**src/rtl/dimm_half_sel_pkg.sv**
```systemverilog
package dimm_half_sel_pkg;

    typedef enum logic [1:0] {
        SEL_NONE = 2'b00,
        SEL_LO   = 2'b01,
        SEL_HI   = 2'b10,
        SEL_BOTH = 2'b11
    } dsel_e;

    typedef enum logic {
        ECC_SPLIT64 = 1'b0,
        ECC_SYMBOL  = 1'b1
    } ecc_e;

    typedef struct packed {
        logic  vld;
        dsel_e sel;
        logic  no_dimm;
        logic  synd_bad;
    } result_t;

endpackage

```
**src/rtl/dimm_half_sel_pop.sv**
```systemverilog
module dimm_half_sel_pop (
    input  logic lo_present,
    input  logic hi_present,
    output logic pop_none,
    output logic pop_single
);
    // Population classification of the chip-select's DIMM slots.
    always_comb begin
        pop_none   = ~(lo_present | hi_present);
        pop_single = lo_present ^ hi_present;
    end
endmodule

```
**src/rtl/dimm_half_sel_sym.sv**
```systemverilog
module dimm_half_sel_sym
    import dimm_half_sel_pkg::*;
#(
    parameter int SYM_BIT_W = 7,
    parameter int DATA_TOP  = 63,
    parameter int CHECK_TOP = 7
) (
    input  logic                 is_data,
    input  logic                 is_check,
    input  logic [SYM_BIT_W-1:0] hi_bit,
    output dsel_e                side,
    output logic                 bad
);
    localparam logic [SYM_BIT_W-1:0] DATA_LIM  = SYM_BIT_W'(DATA_TOP);
    localparam logic [SYM_BIT_W-1:0] CHECK_LIM = SYM_BIT_W'(CHECK_TOP);

    // Data flag wins when both are set; neither set is malformed.
    always_comb begin
        bad  = 1'b0;
        side = SEL_HI;
        if (is_data) begin
            side = (hi_bit <= DATA_LIM) ? SEL_LO : SEL_HI;
        end else if (is_check) begin
            side = (hi_bit <= CHECK_LIM) ? SEL_LO : SEL_HI;
        end else begin
            bad  = 1'b1;
            side = SEL_NONE;
        end
    end
endmodule

```
**src/rtl/dimm_half_sel.sv**
```systemverilog
module dimm_half_sel
    import dimm_half_sel_pkg::*;
#(
    parameter int ADDR_W    = 40,
    parameter int HALF_BIT  = 3,
    parameter int SYM_BIT_W = 7,
    parameter int DATA_TOP  = 63,
    parameter int CHECK_TOP = 7
) (
    input  logic                 clk,
    input  logic                 rst_n,
    input  logic                 req_valid,
    input  logic                 lo_present,
    input  logic                 hi_present,
    input  logic [ADDR_W-1:0]    err_addr,
    input  logic                 ecc_mode,
    input  logic                 correctable,
    input  logic                 sym_is_data,
    input  logic                 sym_is_check,
    input  logic [SYM_BIT_W-1:0] sym_hi_bit,
    output logic                 rsp_valid,
    output logic [1:0]           dimm_sel,
    output logic                 no_dimm_err,
    output logic                 synd_err
);
    logic    pop_none;
    logic    pop_single;
    dsel_e   sym_side;
    logic    sym_bad;
    result_t res_d;
    result_t res_q;

    dimm_half_sel_pop u_pop (
        .lo_present (lo_present),
        .hi_present (hi_present),
        .pop_none   (pop_none),
        .pop_single (pop_single)
    );

    dimm_half_sel_sym #(
        .SYM_BIT_W (SYM_BIT_W),
        .DATA_TOP  (DATA_TOP),
        .CHECK_TOP (CHECK_TOP)
    ) u_sym (
        .is_data  (sym_is_data),
        .is_check (sym_is_check),
        .hi_bit   (sym_hi_bit),
        .side     (sym_side),
        .bad      (sym_bad)
    );

    always_comb begin
        res_d = '0;
        if (req_valid) begin
            res_d.vld = 1'b1;
            if (pop_none) begin
                res_d.no_dimm = 1'b1;
            end else if (pop_single) begin
                res_d.sel = SEL_LO;
            end else if (ecc_e'(ecc_mode) == ECC_SPLIT64) begin
                res_d.sel = err_addr[HALF_BIT] ? SEL_HI : SEL_LO;
            end else if (!correctable) begin
                res_d.sel = SEL_BOTH;
            end else if (sym_bad) begin
                res_d.synd_bad = 1'b1;
            end else begin
                res_d.sel = sym_side;
            end
        end
    end

    always_ff @(posedge clk) begin
        if (!rst_n) begin
            res_q <= '0;
        end else begin
            res_q <= res_d;
        end
    end

    assign rsp_valid   = res_q.vld;
    assign dimm_sel    = res_q.sel;
    assign no_dimm_err = res_q.no_dimm;
    assign synd_err    = res_q.synd_bad;

endmodule

```
**config.mk**
```make
export PLATFORM = sky130hd
export DESIGN_NAME = dimm_half_sel
export DESIGN_NICKNAME = d
export VERILOG_FILES = /design/src/rtl/dimm_half_sel_pkg.sv /design/src/rtl/dimm_half_sel_pop.sv /design/src/rtl/dimm_half_sel_sym.sv /design/src/rtl/dimm_half_sel.sv
export SDC_FILE = /design/constraint.sdc
export NUM_CORES = 1
export LEC_CHECK = 0
export BUFFER_PORTS_ARGS = -buffer_cell sky130_fd_sc_hd__buf_2
export CAP_MARGIN = 15
export CORE_AREA = 2 2 39 41
export CTS_CLUSTER_DIAMETER = 50
export DETAILED_ROUTE_END_ITERATION = 8
export DIE_AREA = 0 0 41 43
export GPL_TIMING_DRIVEN = 1
export PLACE_DENSITY_LB_ADDON = 0.05
export SLEW_MARGIN = 0
export SYNTH_ARGS = -nofsm -noshare
export SYNTH_HDL_FRONTEND = slang
export SYNTH_HIERARCHICAL = 1
export SYNTH_SLANG_ARGS = --single-unit
```
**constraint.sdc**
```tcl
create_clock -name clk -period 2.6 [get_ports clk]
set_clock_uncertainty 0.15 [all_clocks]
set_input_delay 0.13 -clock clk [delete_from_list [all_inputs] [get_ports clk]]
set_output_delay 0.13 -clock clk [all_outputs]
set_load 0.02 [all_outputs]
```
==> flow_summary.ini, run 1 <==
[outcome]
status = finished clean

[logic_synthesis]
seq_area_frac_synth = 0.402
synth_top_area_share = 0.402
netlist_instances = 26
ys_warn_count = 6
yosysTopAreaCell = dfxtp_1
syn_nets = 83
synth_edf_count = 0
synth_area_leaders = dfxtp_1 (40%), nor2b_1 (7.5%), and4bb_2 (5.0%)
yosys.cell_types.count = 18
async_reset_ff_frac = 0
synth_seq_cells = 5
avgSynthCellArea_um2 = 9.58
synthMostInstantiatedCell = dfxtp_1
synth_common_cells = dfxtp_1 (5), inv_1 (3), nor2b_1 (3)
synthesis.area_um2 = 249
synth_top_flop_cell = dfxtp_1

[global_route]
grt_pass1_vias = 251
grt_usage = 0.0762
grt_max_degree = 5
grt_pass1_wl_um = 869
globalRouteOverflowTotal = 0
antenna_found_initial = 0

[floorplanning]
rows = 14
die_area_um2 = 1760
fp.dieW_um = 41
num_io_pins = 61
coreArea_um2 = 1380
initial_core_util = 0.180
die_h_um = 43

[worst_hold_path]
hp-class = primary input to register

[clock_network]
cts_tree = done
htreeDepth = 1
clk_pin_slew_ps = 40
cts_buffer_depth = 2
cts_hold_buf = 2
root_buffer = clkbuf_4
cts_sinks = 5
cts_setup_buffers = 0
cts_inserted_buffers = 3
cts.repair.resized = 0

[place]
place_congestion = 0.630
post_dp_cell_area_um2 = 359
port-buffer-count = 18

[worst_setup_path]
cp.required_ps = 2570
cp_max_fo = 4
start_kind = primary input
critPathKind = primary input to register
critPathArrivalTime_ps = 1460
end_kind = register

[sta]
finalHoldViolations = 0
min_period_ps = 1490
tightest_slew_ps = 260
finalSetupViolCount = 0
min_period_over_period = 0.572
fmax_ghz = 0.672
slew_viol_final = 0
tns_ps = 0
rsz0062_at_grt = false
slew_headroom = 0.826

[power]
power_leakage_nw = 0.216
ir_drop_mv = 0.0824
power.density_nw_per_um2 = 499

[layout]
diodes = 0
syn2layout_area_growth_pct = 62.8
drive_gt1_frac = 0.460
finalNetCount = 108
design_area_um2 = 405
filler_cell_count = 159

[route]
routedWlPerCell_um = 8.45
drtIter0Drc = 1
via_per_inst = 4.21
totalWireLength_um = 558
vias = 278
drc = 0
dr.pass1.iters = 2
drtAntennaViolNets = 0

[flow_run]
max-cap-violations = 0
-- per-layer routing --
metal,part of all wire,routed length [um],vias to the layer above,GRT usage
met2,0.49,276,14,0.119
li1,-,-,145,-
met5,0,0,-,0
met4,0.014,8,0,0.0800
met1,0.37,205,117,0.0735
met3,0.12,67,2,0.0157
-- registers in the layout, summed over array words and instances, names as in the netlist --
name         cells
synd_err         1
no_dimm_err      1
rsp_valid        1
dimm_sel         2
-- area by class of cell --
type                    instances  area (um2)  share of cell area
multi-input cells              18         138               0.340
inverters                       3        11.3              0.0278
flip-flops and latches          5         100               0.247
clock buffers                   4        26.3              0.0648
well taps                      16        20.0              0.0494
repair buffers                 20         110               0.272
-- path summary, 6_finish.rpt --
check   startpoint              endpoint  slack, ps  cells past startpoint
max      req_valid  rsp_valid$_SDFF_PN0_       1110                      4
min    correctable   synd_err$_SDFF_PP0_         10                      2
-- cells by family (layout without fill, tap and decap cells) --
| kind of cell | Yosys count | in the layout | synth area share |
|---|---|---|---|
| AO/OA/AOI/OAI | 3 | 3 | 0.106 |
| adder cells (fa/ha/maj) | 1 | 1 | 0.0502 |
| buffers and inverters | 3 | 27 | 0.0452 |
| flip-flops | 5 | 5 | 0.402 |
| AND/OR/NAND/NOR | 14 | 14 | 0.397 |
-- critical path: stages --
cell           delay, ps
dlygate4sd3_1        530
buf_2                130
and2_1               130
dlygate4sd3_1        540
-- per-stage QoR --
step | setup slack (ps) | cells | hold slack (ps) | total power [mW] | util
floorplan | 1370 | 26 | 102 | 0.0980 | -
global placement | 1210 | 60 | 215 | 0.114 | 0.259
detailed placement | 1200 | 60 | 235 | 0.115 | 0.259
CTS | 1120 | 66 | 5.12 | 0.209 | 0.293
global route | 1090 | 66 | 9.15 | 0.217 | 0.293
finish | 1110 | 66 | 12.5 | 0.202 | 0.293
-- placed cells by master (no fill, tap or decap) --
cell,Yosys,routed
a21oi_1,1,1
and2_1,1,1
and3_1,1,1
and3b_1,1,1
and4_1,1,1
and4bb_2,1,1
buf_2,0,18
clkbuf_1,0,1
clkbuf_4,0,3
dfxtp_1,5,5
dlygate4sd3_1,0,2
ha_1,1,1
inv_1,3,3
nand2_1,1,1
nor2_1,1,1
nor2b_1,3,3
nor3_1,1,1
nor4_1,1,1
o221a_2,1,1
o311a_1,1,1
or3b_1,1,1
or4b_1,1,1
-- where the power goes --
part	internal, mW	total, mW	switching [mW]	leakage (nW)
clock	0.0578	0.0866	0.0288	0.0150
combinational	0.0190	0.0353	0.0162	0.160
sequential	0.0798	0.0804	0.000532	0.0409
Note: power is estimated with default switching activity, not from simulation.
==> inputs of run 2 (changes only) <==
- CORE_AREA: 2 2 39 41 -> not set
- CORE_MARGIN: not set -> 2
- CORE_UTILIZATION: not set -> 18
- DIE_AREA: 0 0 41 43 -> not set
- clock period: 2.6 -> 1.2 ns (I/O delays scaled with it)
==> run 2 against run 1 <==
- via count is 6.1% higher
- cell area increased by 7.7%
- non-clock buffer count up 3
- largest cell class is now buffers
- total power is 120% higher
- count of clock-buffer cells in the layout did not move
- worst setup slack worse by 1100 ps
- highest routed layer is now met3
- critical endpoint is now synd_err$_SDFF_PP0_
- cell count up 3.0%
==> flow_summary.ini, run 2 (same netlist as run 1, synthesis figures left out) <==
[outcome]
status = finished clean

[floorplanning]
die_h_um = 41.2
die_area_um2 = 1700
num_io_pins = 61
fp.dieW_um = 41.2
initial_core_util = 0.191
coreArea_um2 = 1300
rows = 13

[clock_network]
root_buffer = clkbuf_4
cts.repair.resized = 0
cts_sinks = 5
cts_inserted_buffers = 3
cts_tree = done
clk_pin_slew_ps = 40
cts_buffer_depth = 2
htreeDepth = 1

[worst_hold_path]
hp-class = primary input to register

[place]
dp.cells = 60
port-buffer-count = 18
post_dp_cell_area_um2 = 365
preCtsSetupSlack_ps = -131
hpwl_um = 508
place_congestion = 0.666

[route]
dr.pass1.iters = 4
drc = 0
via_per_inst = 4.34
vias = 295
drtAntennaViolNets = 0
routedWlPerCell_um = 9.35
totalWireLength_um = 636
drtIter0Drc = 4

[power]
total_power_uw = 449
power_leakage_nw = 0.228
power.density_nw_per_um2 = 1030
ir_drop_mv = 0.261

[worst_setup_path]
cp.required_ps = 1180
crit_chain = dlygate4sd3_1 > buf_2 > and4bb_2 > and4_1
start_kind = primary input
end_kind = register
cp_max_fo = 4
critPathKind = primary input to register
cp_slowest_cell = dlygate4sd3_1
cp_slowest_stage_delay_ps = 530
critPathArrivalTime_ps = 1120

[sta]
slew_headroom = 0.812
fin_ws_ps = 56.9
finalHoldViolations = 0
tightest_slew_ps = 279
tns_ps = 0
rsz0062_at_grt = false
slew_viol_final = 0
fmax_ghz = 0.875
min_period_over_period = 0.953
finalSetupViolCount = 0
min_period_ps = 1140
finalHoldWorstSlack_ps = 53.6

[global_route]
grt_max_degree = 5
grt_use_met1 = 0.0767
grt.busiest_layer = met2
grt_pass1_vias = 244
grt_pass1_wl_um = 848
antenna_found_initial = 0
grt_usage = 0.0832
grtUsageMet2 = 0.141
grt_util_met3 = 0.0163
globalRouteOverflowTotal = 0

[layout]
largest_reg_flops = 2
diodes = 0
finalNetCount = 111
drive_gt1_frac = 0.434
filler_cell_count = 151
design_area_um2 = 437
final_common_cell = buf_2
mostFrequentLayoutCells = buf_2 (17), dfxtp_1 (5), dlygate4sd3_1 (5)
final_cells = 68
fin_util = 0.336
syn2layout_area_growth_pct = 75.4

[flow_run]
max-cap-violations = 0
## run 2: cell count changes in the layout (fill, tap and decap cells not counted)
cell | previous run | this run
buf_2 | 18 | 17
buf_4 | 0 | 1
dlygate4sd3_1 | 2 | 5
## run 2: path summary, 6_finish.rpt
kind	slack, ps	from	depth (start not counted)	end
hold / removal	50	ecc_mode	3	dimm_sel[0]$_SDFF_PP0_
setup / recovery	60	rst_n	4	synd_err$_SDFF_PP0_
## run 2: critical path, delay by kind of cell
| family | cells | cell delay [ps] |
|---|---|---|
| buffers and inverters | 2 | 670 |
| AND/OR/NAND/NOR | 2 | 380 |
## run 2: metal layers
layer / up-vias / share of wire / wire length (um)
li1: 151 / - / -
met1: 129 / 0.38 / 243
met2: 15 / 0.51 / 326
met3: 0 / 0.10 / 66
met4: 0 / 0 / 0
met5: - / 0 / 0
## run 2: repair_timing
action,CTS,global route
hold buffers,5,0
endpoints found under the hold margin,4,0
endpoints found under the setup margin,0,2
buffers inserted,0,0
## run 2: power breakdown
part,switching [mW],internal [mW]
Sequential,0.00106,0.173
Combinational,0.0371,0.0504
Clock,0.0626,0.125
## run 2: layout make-up
| type | instances | area, um2 | area share |
|---|---|---|---|
| Sequential cell | 5 | 100 | 0.229 |
| Clock buffer | 4 | 26.3 | 0.0602 |
| Tap cell | 15 | 18.8 | 0.0430 |
| Inverter | 3 | 11.3 | 0.0258 |
| Timing Repair Buffer | 23 | 143 | 0.327 |
| Multi-Input combinational cell | 18 | 138 | 0.315 |
